$ cat src/rtl/fbg_pkg.sv
package fbg_pkg;
   // Effective prescaler: a zero setting counts as one clock.
   function automatic logic [15:0] eff_div(input logic [15:0] v);
      return (v == '0) ? 16'd1 : v;
   endfunction

   typedef struct packed {
      logic bit_end;
      logic smp_end;
   } tick_t;
endpackage

$ cat src/rtl/fbg_spread.sv
module fbg_spread #(
   parameter int FRAC_W = 4
) (
   input  logic              clk,
   input  logic              rst_n,
   input  logic              clr,
   input  logic              en,
   input  logic [FRAC_W-1:0] frac,
   input  logic              period_end,
   output logic              stretch,
   output logic              last_smp
);
   logic [FRAC_W-1:0] acc_q;
   logic [FRAC_W-1:0] smp_q;
   logic [FRAC_W:0]   sum;

   assign sum      = {1'b0, acc_q} + {1'b0, frac};
   assign stretch  = en & sum[FRAC_W];
   assign last_smp = en ? (smp_q == '1) : 1'b1;

   always_ff @(posedge clk or negedge rst_n) begin
      if (!rst_n) begin
         acc_q <= '0;
         smp_q <= '0;
      end else if (clr || !en) begin
         acc_q <= '0;
         smp_q <= '0;
      end else if (period_end) begin
         acc_q <= sum[FRAC_W-1:0];
         smp_q <= smp_q + 1'b1;
      end
   end
endmodule

$ cat src/rtl/fbg_pattern.sv
module fbg_pattern #(
   parameter int PAT_W = 8
) (
   input  logic             clk,
   input  logic             rst_n,
   input  logic             clr,
   input  logic             bit_end,
   input  logic [PAT_W-1:0] pattern,
   output logic             pat_bit
);
   localparam int IDX_W = (PAT_W > 1) ? $clog2(PAT_W) : 1;
   localparam logic [IDX_W-1:0] IDX_LAST = IDX_W'(PAT_W - 1);

   logic [IDX_W-1:0] idx_q;

   assign pat_bit = pattern[idx_q];

   always_ff @(posedge clk or negedge rst_n) begin
      if (!rst_n)
         idx_q <= '0;
      else if (clr)
         idx_q <= '0;
      else if (bit_end)
         idx_q <= (idx_q == IDX_LAST) ? '0 : idx_q + 1'b1;
   end
endmodule

$ cat src/rtl/fbg_counter.sv
module fbg_counter #(
   parameter int PRE_W = 16
) (
   input  logic             clk,
   input  logic             rst_n,
   input  logic             clr,
   input  logic [PRE_W-1:0] prescale,
   input  logic [1:0]       extra,
   output logic             period_end
);
   localparam int CNT_W = PRE_W + 2;

   logic [PRE_W-1:0] div_eff;
   logic [CNT_W-1:0] len;
   logic [CNT_W-1:0] cnt_q;

   assign div_eff    = (prescale == '0) ? PRE_W'(1) : prescale;
   assign len        = CNT_W'(div_eff) + CNT_W'(extra);
   assign period_end = (cnt_q == len - 1'b1);

   always_ff @(posedge clk or negedge rst_n) begin
      if (!rst_n)
         cnt_q <= '0;
      else if (clr || period_end)
         cnt_q <= '0;
      else
         cnt_q <= cnt_q + 1'b1;
   end
endmodule

$ cat src/rtl/frac_baud_gen.sv
module frac_baud_gen #(
   parameter int PRE_W  = 16,
   parameter int FRAC_W = 4,
   parameter int PAT_W  = 8,
   parameter bit HAS_OS = 1'b1
) (
   input  logic              clk,
   input  logic              rst_n,
   input  logic              cfg_hold,
   input  logic              cfg_os_en,
   input  logic [PRE_W-1:0]  cfg_prescale,
   input  logic [FRAC_W-1:0] cfg_frac1,
   input  logic [PAT_W-1:0]  cfg_frac2,
   output logic              bit_tick,
   output logic              sample_tick
);
   import fbg_pkg::*;

   if (PRE_W < 2)  begin : g_bad_pre  $error("PRE_W must be at least 2");  end
   if (FRAC_W < 1) begin : g_bad_frac $error("FRAC_W must be at least 1"); end
   if (PAT_W < 1)  begin : g_bad_pat  $error("PAT_W must be at least 1");  end

   logic  os_active;
   logic  stretch;
   logic  last_smp;
   logic  pat_bit;
   logic  period_end;
   logic  [1:0] extra;
   tick_t tick_d, tick_q;

   if (HAS_OS) begin : g_os
      assign os_active = cfg_os_en;
      fbg_spread #(.FRAC_W(FRAC_W)) u_spread (
         .clk        (clk),
         .rst_n      (rst_n),
         .clr        (cfg_hold),
         .en         (os_active),
         .frac       (cfg_frac1),
         .period_end (period_end),
         .stretch    (stretch),
         .last_smp   (last_smp)
      );
   end else begin : g_no_os
      assign os_active = 1'b0;
      assign stretch   = 1'b0;
      assign last_smp  = 1'b1;
   end

   fbg_pattern #(.PAT_W(PAT_W)) u_pattern (
      .clk     (clk),
      .rst_n   (rst_n),
      .clr     (cfg_hold),
      .bit_end (tick_d.bit_end),
      .pattern (cfg_frac2),
      .pat_bit (pat_bit)
   );

   assign extra = {1'b0, stretch} + {1'b0, last_smp & pat_bit};

   fbg_counter #(.PRE_W(PRE_W)) u_counter (
      .clk        (clk),
      .rst_n      (rst_n),
      .clr        (cfg_hold),
      .prescale   (cfg_prescale),
      .extra      (extra),
      .period_end (period_end)
   );

   assign tick_d.bit_end = period_end & last_smp & ~cfg_hold;
   assign tick_d.smp_end = period_end & os_active & ~cfg_hold;

   always_ff @(posedge clk or negedge rst_n) begin
      if (!rst_n)
         tick_q <= '0;
      else
         tick_q <= tick_d;
   end

   assign bit_tick    = tick_q.bit_end;
   assign sample_tick = tick_q.smp_end;
endmodule

$ cat config.mk
export PLATFORM = sky130hd
export DESIGN_NAME = frac_baud_gen
export DESIGN_NICKNAME = d
export VERILOG_FILES = /design/src/rtl/fbg_pkg.sv /design/src/rtl/fbg_spread.sv /design/src/rtl/fbg_pattern.sv /design/src/rtl/fbg_counter.sv /design/src/rtl/frac_baud_gen.sv
export SDC_FILE = /design/constraint.sdc
export NUM_CORES = 1
export LEC_CHECK = 0
export BUFFER_PORTS_ARGS = -buffer_cell sky130_fd_sc_hd__buf_2
export CAP_MARGIN = 20
export CORE_UTILIZATION = 35
export CTS_CLUSTER_DIAMETER = 30
export CTS_CLUSTER_SIZE = 14
export DETAILED_ROUTE_END_ITERATION = 8
export SLEW_MARGIN = 10
export SYNTH_ARGS = -nofsm -noshare
export SYNTH_HDL_FRONTEND = slang
export SYNTH_SLANG_ARGS = --single-unit
$ cat constraint.sdc
create_clock -name clk -period 6.9 [get_ports clk]
set_input_delay 1.035 -clock clk [delete_from_list [all_inputs] [get_ports clk]]
set_output_delay 1.035 -clock clk [all_outputs]
set_load 0.02 [all_outputs]
==> PnR_summary.wiki <==
{| class="wikitable"
! Metric !! Value
|-
| Crit-path max FO || 12
|-
| Top routing layer in use || met4
|-
| Pre-antenna DRT Iters || 5
|-
| Die span in x || 99.7 um
|-
| Cell count after synthesis || 384
|-
| TritonCTS clock tree || yes
|-
| Post-synthesis simple-gate area fraction || 0.326
|-
| Post-synthesis compound-gate area fraction || 0.131
|-
| Fraction of the mapped netlist area in adder cells || 0.0494
|-
| Worst Max-Slew Pin Slew || 795 ps
|-
| Ant diodes || 0
|-
| Yosys warnings || 0
|-
| Largest net degree at the start of global routing || 32
|-
| Primary flip-flop cell chosen by synthesis mapping || sky130_fd_sc_hd__dfrtp_1
|-
| Initial core utilization || 0.362
|-
| Number of sinks driven by the clock tree || 31
|-
| Total met3 wirelength after detailed routing || 386 um
|-
| Root buffer selected by CTS || sky130_fd_sc_hd__clkbuf_8
|-
| Slowest cell on crit path || sky130_fd_sc_hd__or4_4
|-
| CTS Hold Buffers Added || 0
|-
| Placed inst area || 3510 um2
|-
| Number of global-route vias before repair || 2909
|-
| Maximum clock rate || 177 MHz
|-
| Post-Route WL || 8500 um
|-
| Synth async-reset ratio || 1.00
|-
| Number of fill cells in the layout || 930
|-
| Clock-pin transition on the worst setup and hold timing paths || 70 ps
|-
| Slowest Stage Delay on Critical Path || 570 ps
|-
| Number of cells upsized or downsized after cts || 0
|-
| Deepest clock path buffer count || 2
|-
| Sort of element at the start of the critical path || input pin
|-
| Area share of xor/xnor cells in the synthesized design || 0.139
|-
| Maximum level of the CTS H-tree || 2
|-
| Class of the most critical setup path || input pin to flop
|-
| Average wire per cell in the routed design || 15.9 um
|-
| I/O Buffers || 33
|-
| Max-slew violation total from the final report || 0
|-
| Peak supply drop || 0.0567 mV
|-
| Wire length of the first global-routing pass || 14600 um
|-
| Hold WS || 534 ps
|-
| Number of distinct standard cells referenced by the synthesized netlist || 73
|-
| CP Data Arrival Time || 5820 ps
|-
| Dpl hpwl || 6530 um
|-
| Antenna violations before repair || 0
|-
| Required time of the critical path || 7070 ps
|-
| Crit. End Element || flop
|-
| Min Tclk post-route || 5650 ps
|-
| Worst Skew || 8.25 ps
|-
| Global route overflow || 0
|-
| RSZ-0062 raised after global routing || false
|-
| Slew Limit Headroom || 0.468
|-
| Final estimated routing congestion in global placement || 0.906
|-
| Cell-by-cell listing of the critical path || buf_2 > ha_1 > inv_1 > fa_1 > nor2b_1 > o21ai_0 > a21oi_1 > fa_1 > ha_1 > and3_1 > o2111ai_1 > a22oi_2 > nand4_1 > xor2_1 > or4_4 > nor4_4 > mux2_4
|-
| Largest family of logic cells by synthesized area || simple AND/OR/NAND/NOR gates
|-
| CORE AREA || 9240 um2
|-
| Sum of negative setup slack || 0 ps
|-
| Post-synthesis cell area || 3340 um2
|-
| Count of pins on the block boundary || 34
|-
| Worst reg2reg setup slack || 1720 ps
|-
| Number of flops mapped to enable cells by yosys || 0
|-
| Post-synthesis mux area share || 0.0539
|-
| Area occupied by multi-input gates || 2340 um2
|-
| Outcome || complete, no violations
|-
| Number of nets at the end of the flow || 447
|-
| Synthesized net count || 428
|-
| Via count of the routed design || 2965
|-
| Number of hold violations in the final report || 0
|-
| Iteration-0 DRC count of the detailed router || 194
|-
| Via density per instance || 5.56
|-
| Final critical-path share of the clock period || 0.819
|-
| Global router's overall resource usage || 0.184
|-
| Post-synthesis to final-layout area growth || 7.57%
|-
| Post-CTS repair timing setup buffer count || 0
|-
| Length of routed met2 wiring || 3750 um
|-
| # DRC || 0
|-
| Clock buffer count from CTS || 5
|-
| Clk Latency, worst-skew pair || 280 ps
|-
| Classification of the worst-slack hold path || flop to flop
|-
| Final setup vio count || 0
|-
| Area of the die || 9940 um2
|-
| Buffering stage count on the worst path with inverters included || 2
|-
| Dominant delay contributor by cell family on the critical path || simple AND/OR/NAND/NOR gates
|-
| Proportion of layout cells with a drive suffix above 1 || 0.183
|-
| Power density over cell area || 116 nW/um2
|-
| Die span in y || 99.7 um
|-
| Number of flip-flops and latches in the synthesized netlist || 31
|-
| # rows || 35
|-
| Leak pwr || 0.00140 uW
|-
| Register Area || 776 um2
|-
| Final non-filler cell area || 3590 um2
|-
| Mean post-synth cell area || 8.70 um2
|-
| Metal1 wirelength || 4040 um
|-
| Post-route ant nets || 0
|-
| Number of max-cap violations || 0
|-
| Post-synthesis sequential area ratio || 0.232
|}
## worst paths after layout
check / end / startpoint / cells after the start
max: u_pattern.idx_q[0] / cfg_frac1[0] / 17
max reg2reg: u_pattern.idx_q[0] / u_pattern.idx_q[0] / 15
min: g_os.u_spread.acc_q[2] / g_os.u_spread.acc_q[2] / 2
min reg2reg: g_os.u_spread.acc_q[2] / g_os.u_spread.acc_q[2] / 2
min in group asynchronous: u_pattern.idx_q[1] / rst_n / 1
max in group asynchronous: u_counter.cnt_q[16] / rst_n / 1
## state kept, by name (all words and copies together), names as in the netlist
signal	cells
bit_tick	1
g_os.u_spread.acc_q	4
g_os.u_spread.smp_q	4
sample_tick	1
u_counter.cnt_q	18
u_pattern.idx_q	3
## cell type report
| cell class | count | share of cell area |
|---|---|---|
| clock buffers | 7 | 0.0212 |
| clock inverters | 1 | 0.00139 |
| inverters | 17 | 0.0178 |
| multi-input cells | 314 | 0.651 |
| flip-flops and latches | 31 | 0.216 |
| well taps | 129 | 0.0449 |
| repair buffers | 34 | 0.0481 |
## Yosys cell counts (all sizes together) (2+ instances only)
cell      n  area (um2)
a41o      2        20.0
a211oi    3        22.5
and2      6        40.0
dfrtp    31         776
o211ai    4        35.0
fa        2        40.0
a311o     2        20.0
buf      15         126
a2bb2oi   2        17.5
clkbuf    7        36.3
inv      17        63.8
nor3b     4        30.0
o32ai     2        36.3
xor2     18         165
nand3    23         128
and4      6        53.8
nand2    36         135
nand4    13         111
a21oi     8        40.0
nor2b     2        12.5
xnor2    29         254
o21ai    10        50.1
a21o      4        30.0
mux4      2        45.0
mux2i    12         120
nor4b     3        26.3
and3      7        43.8
nor3     18         106
or4       6        53.8
or3       9        56.3
a31oi     3        18.8
o211a     2        20.0
nor2     38         168
and4b     3        32.5
nor4      6        67.6
o31ai     2        28.8
ha       10         125
## report_power, final
part	internal [uW]	total, uW	switching [uW]
Clock	70.7	139	68.5
Sequential	183	185	2.16
Combinational	36.0	94.1	58.1
Total	290	419	129
## per-stage QoR
| step | power (uW) | setup WS [ps] | std cells | utilization |
|---|---|---|---|---|
| after floorplan | 257 | 1530 | 384 | - |
| after global placement | 281 | 981 | 525 | 0.380 |
| after detailed placement | 282 | 939 | 525 | 0.380 |
| after CTS | 423 | 1240 | 533 | 0.389 |
| after global routing | 446 | 877 | 533 | 0.389 |
| final | 419 | 1250 | 533 | 0.389 |
## worst reg2reg max path: cells and delay by family (launching register included)
kind	cells	cell delay, ps
DFF	1	450
muxes	3	1070
AOI/OAI and AO/OA	3	520
adders and majority gates	3	1320
buffers and inverters	1	70
and+or+nand+nor	5	1640
## layout by cell type, fill, tap and decap left out, types with 7 or more instances in the layout
| cell | instances |
|---|---|
| sky130_fd_sc_hd__a21oi_1 | 8 |
| sky130_fd_sc_hd__and3_1 | 7 |
| sky130_fd_sc_hd__buf_2 | 33 |
| sky130_fd_sc_hd__dfrtp_1 | 31 |
| sky130_fd_sc_hd__ha_1 | 10 |
| sky130_fd_sc_hd__inv_1 | 17 |
| sky130_fd_sc_hd__mux2i_1 | 12 |
| sky130_fd_sc_hd__nand2_1 | 36 |
| sky130_fd_sc_hd__nand3_1 | 22 |
| sky130_fd_sc_hd__nand4_1 | 11 |
| sky130_fd_sc_hd__nor2_1 | 28 |
| sky130_fd_sc_hd__nor2_2 | 10 |
| sky130_fd_sc_hd__nor3_1 | 16 |
| sky130_fd_sc_hd__o21ai_0 | 10 |
| sky130_fd_sc_hd__or3_1 | 9 |
| sky130_fd_sc_hd__xnor2_1 | 29 |
| sky130_fd_sc_hd__xor2_1 | 17 |
## kinds of logic (layout without fill, tap and decap cells)
| group | Yosys count | in the layout |
|---|---|---|
| and+or+nand+nor | 183 | 183 |
| AOI/OAI and AO/OA | 55 | 55 |
| xor gates and xnor gates | 49 | 49 |
| buffers and inverters | 39 | 59 |
| DFF | 31 | 31 |
| muxes | 15 | 15 |
| adders and majority gates | 12 | 12 |
## metal layers
metal	track usage	vias up
met4	0.0939	0
li1	-	1434
met1	0.257	1417
met5	0	-
met2	0.285	94
met3	0.0162	20
Note: power is estimated with default switching activity, not from simulation.
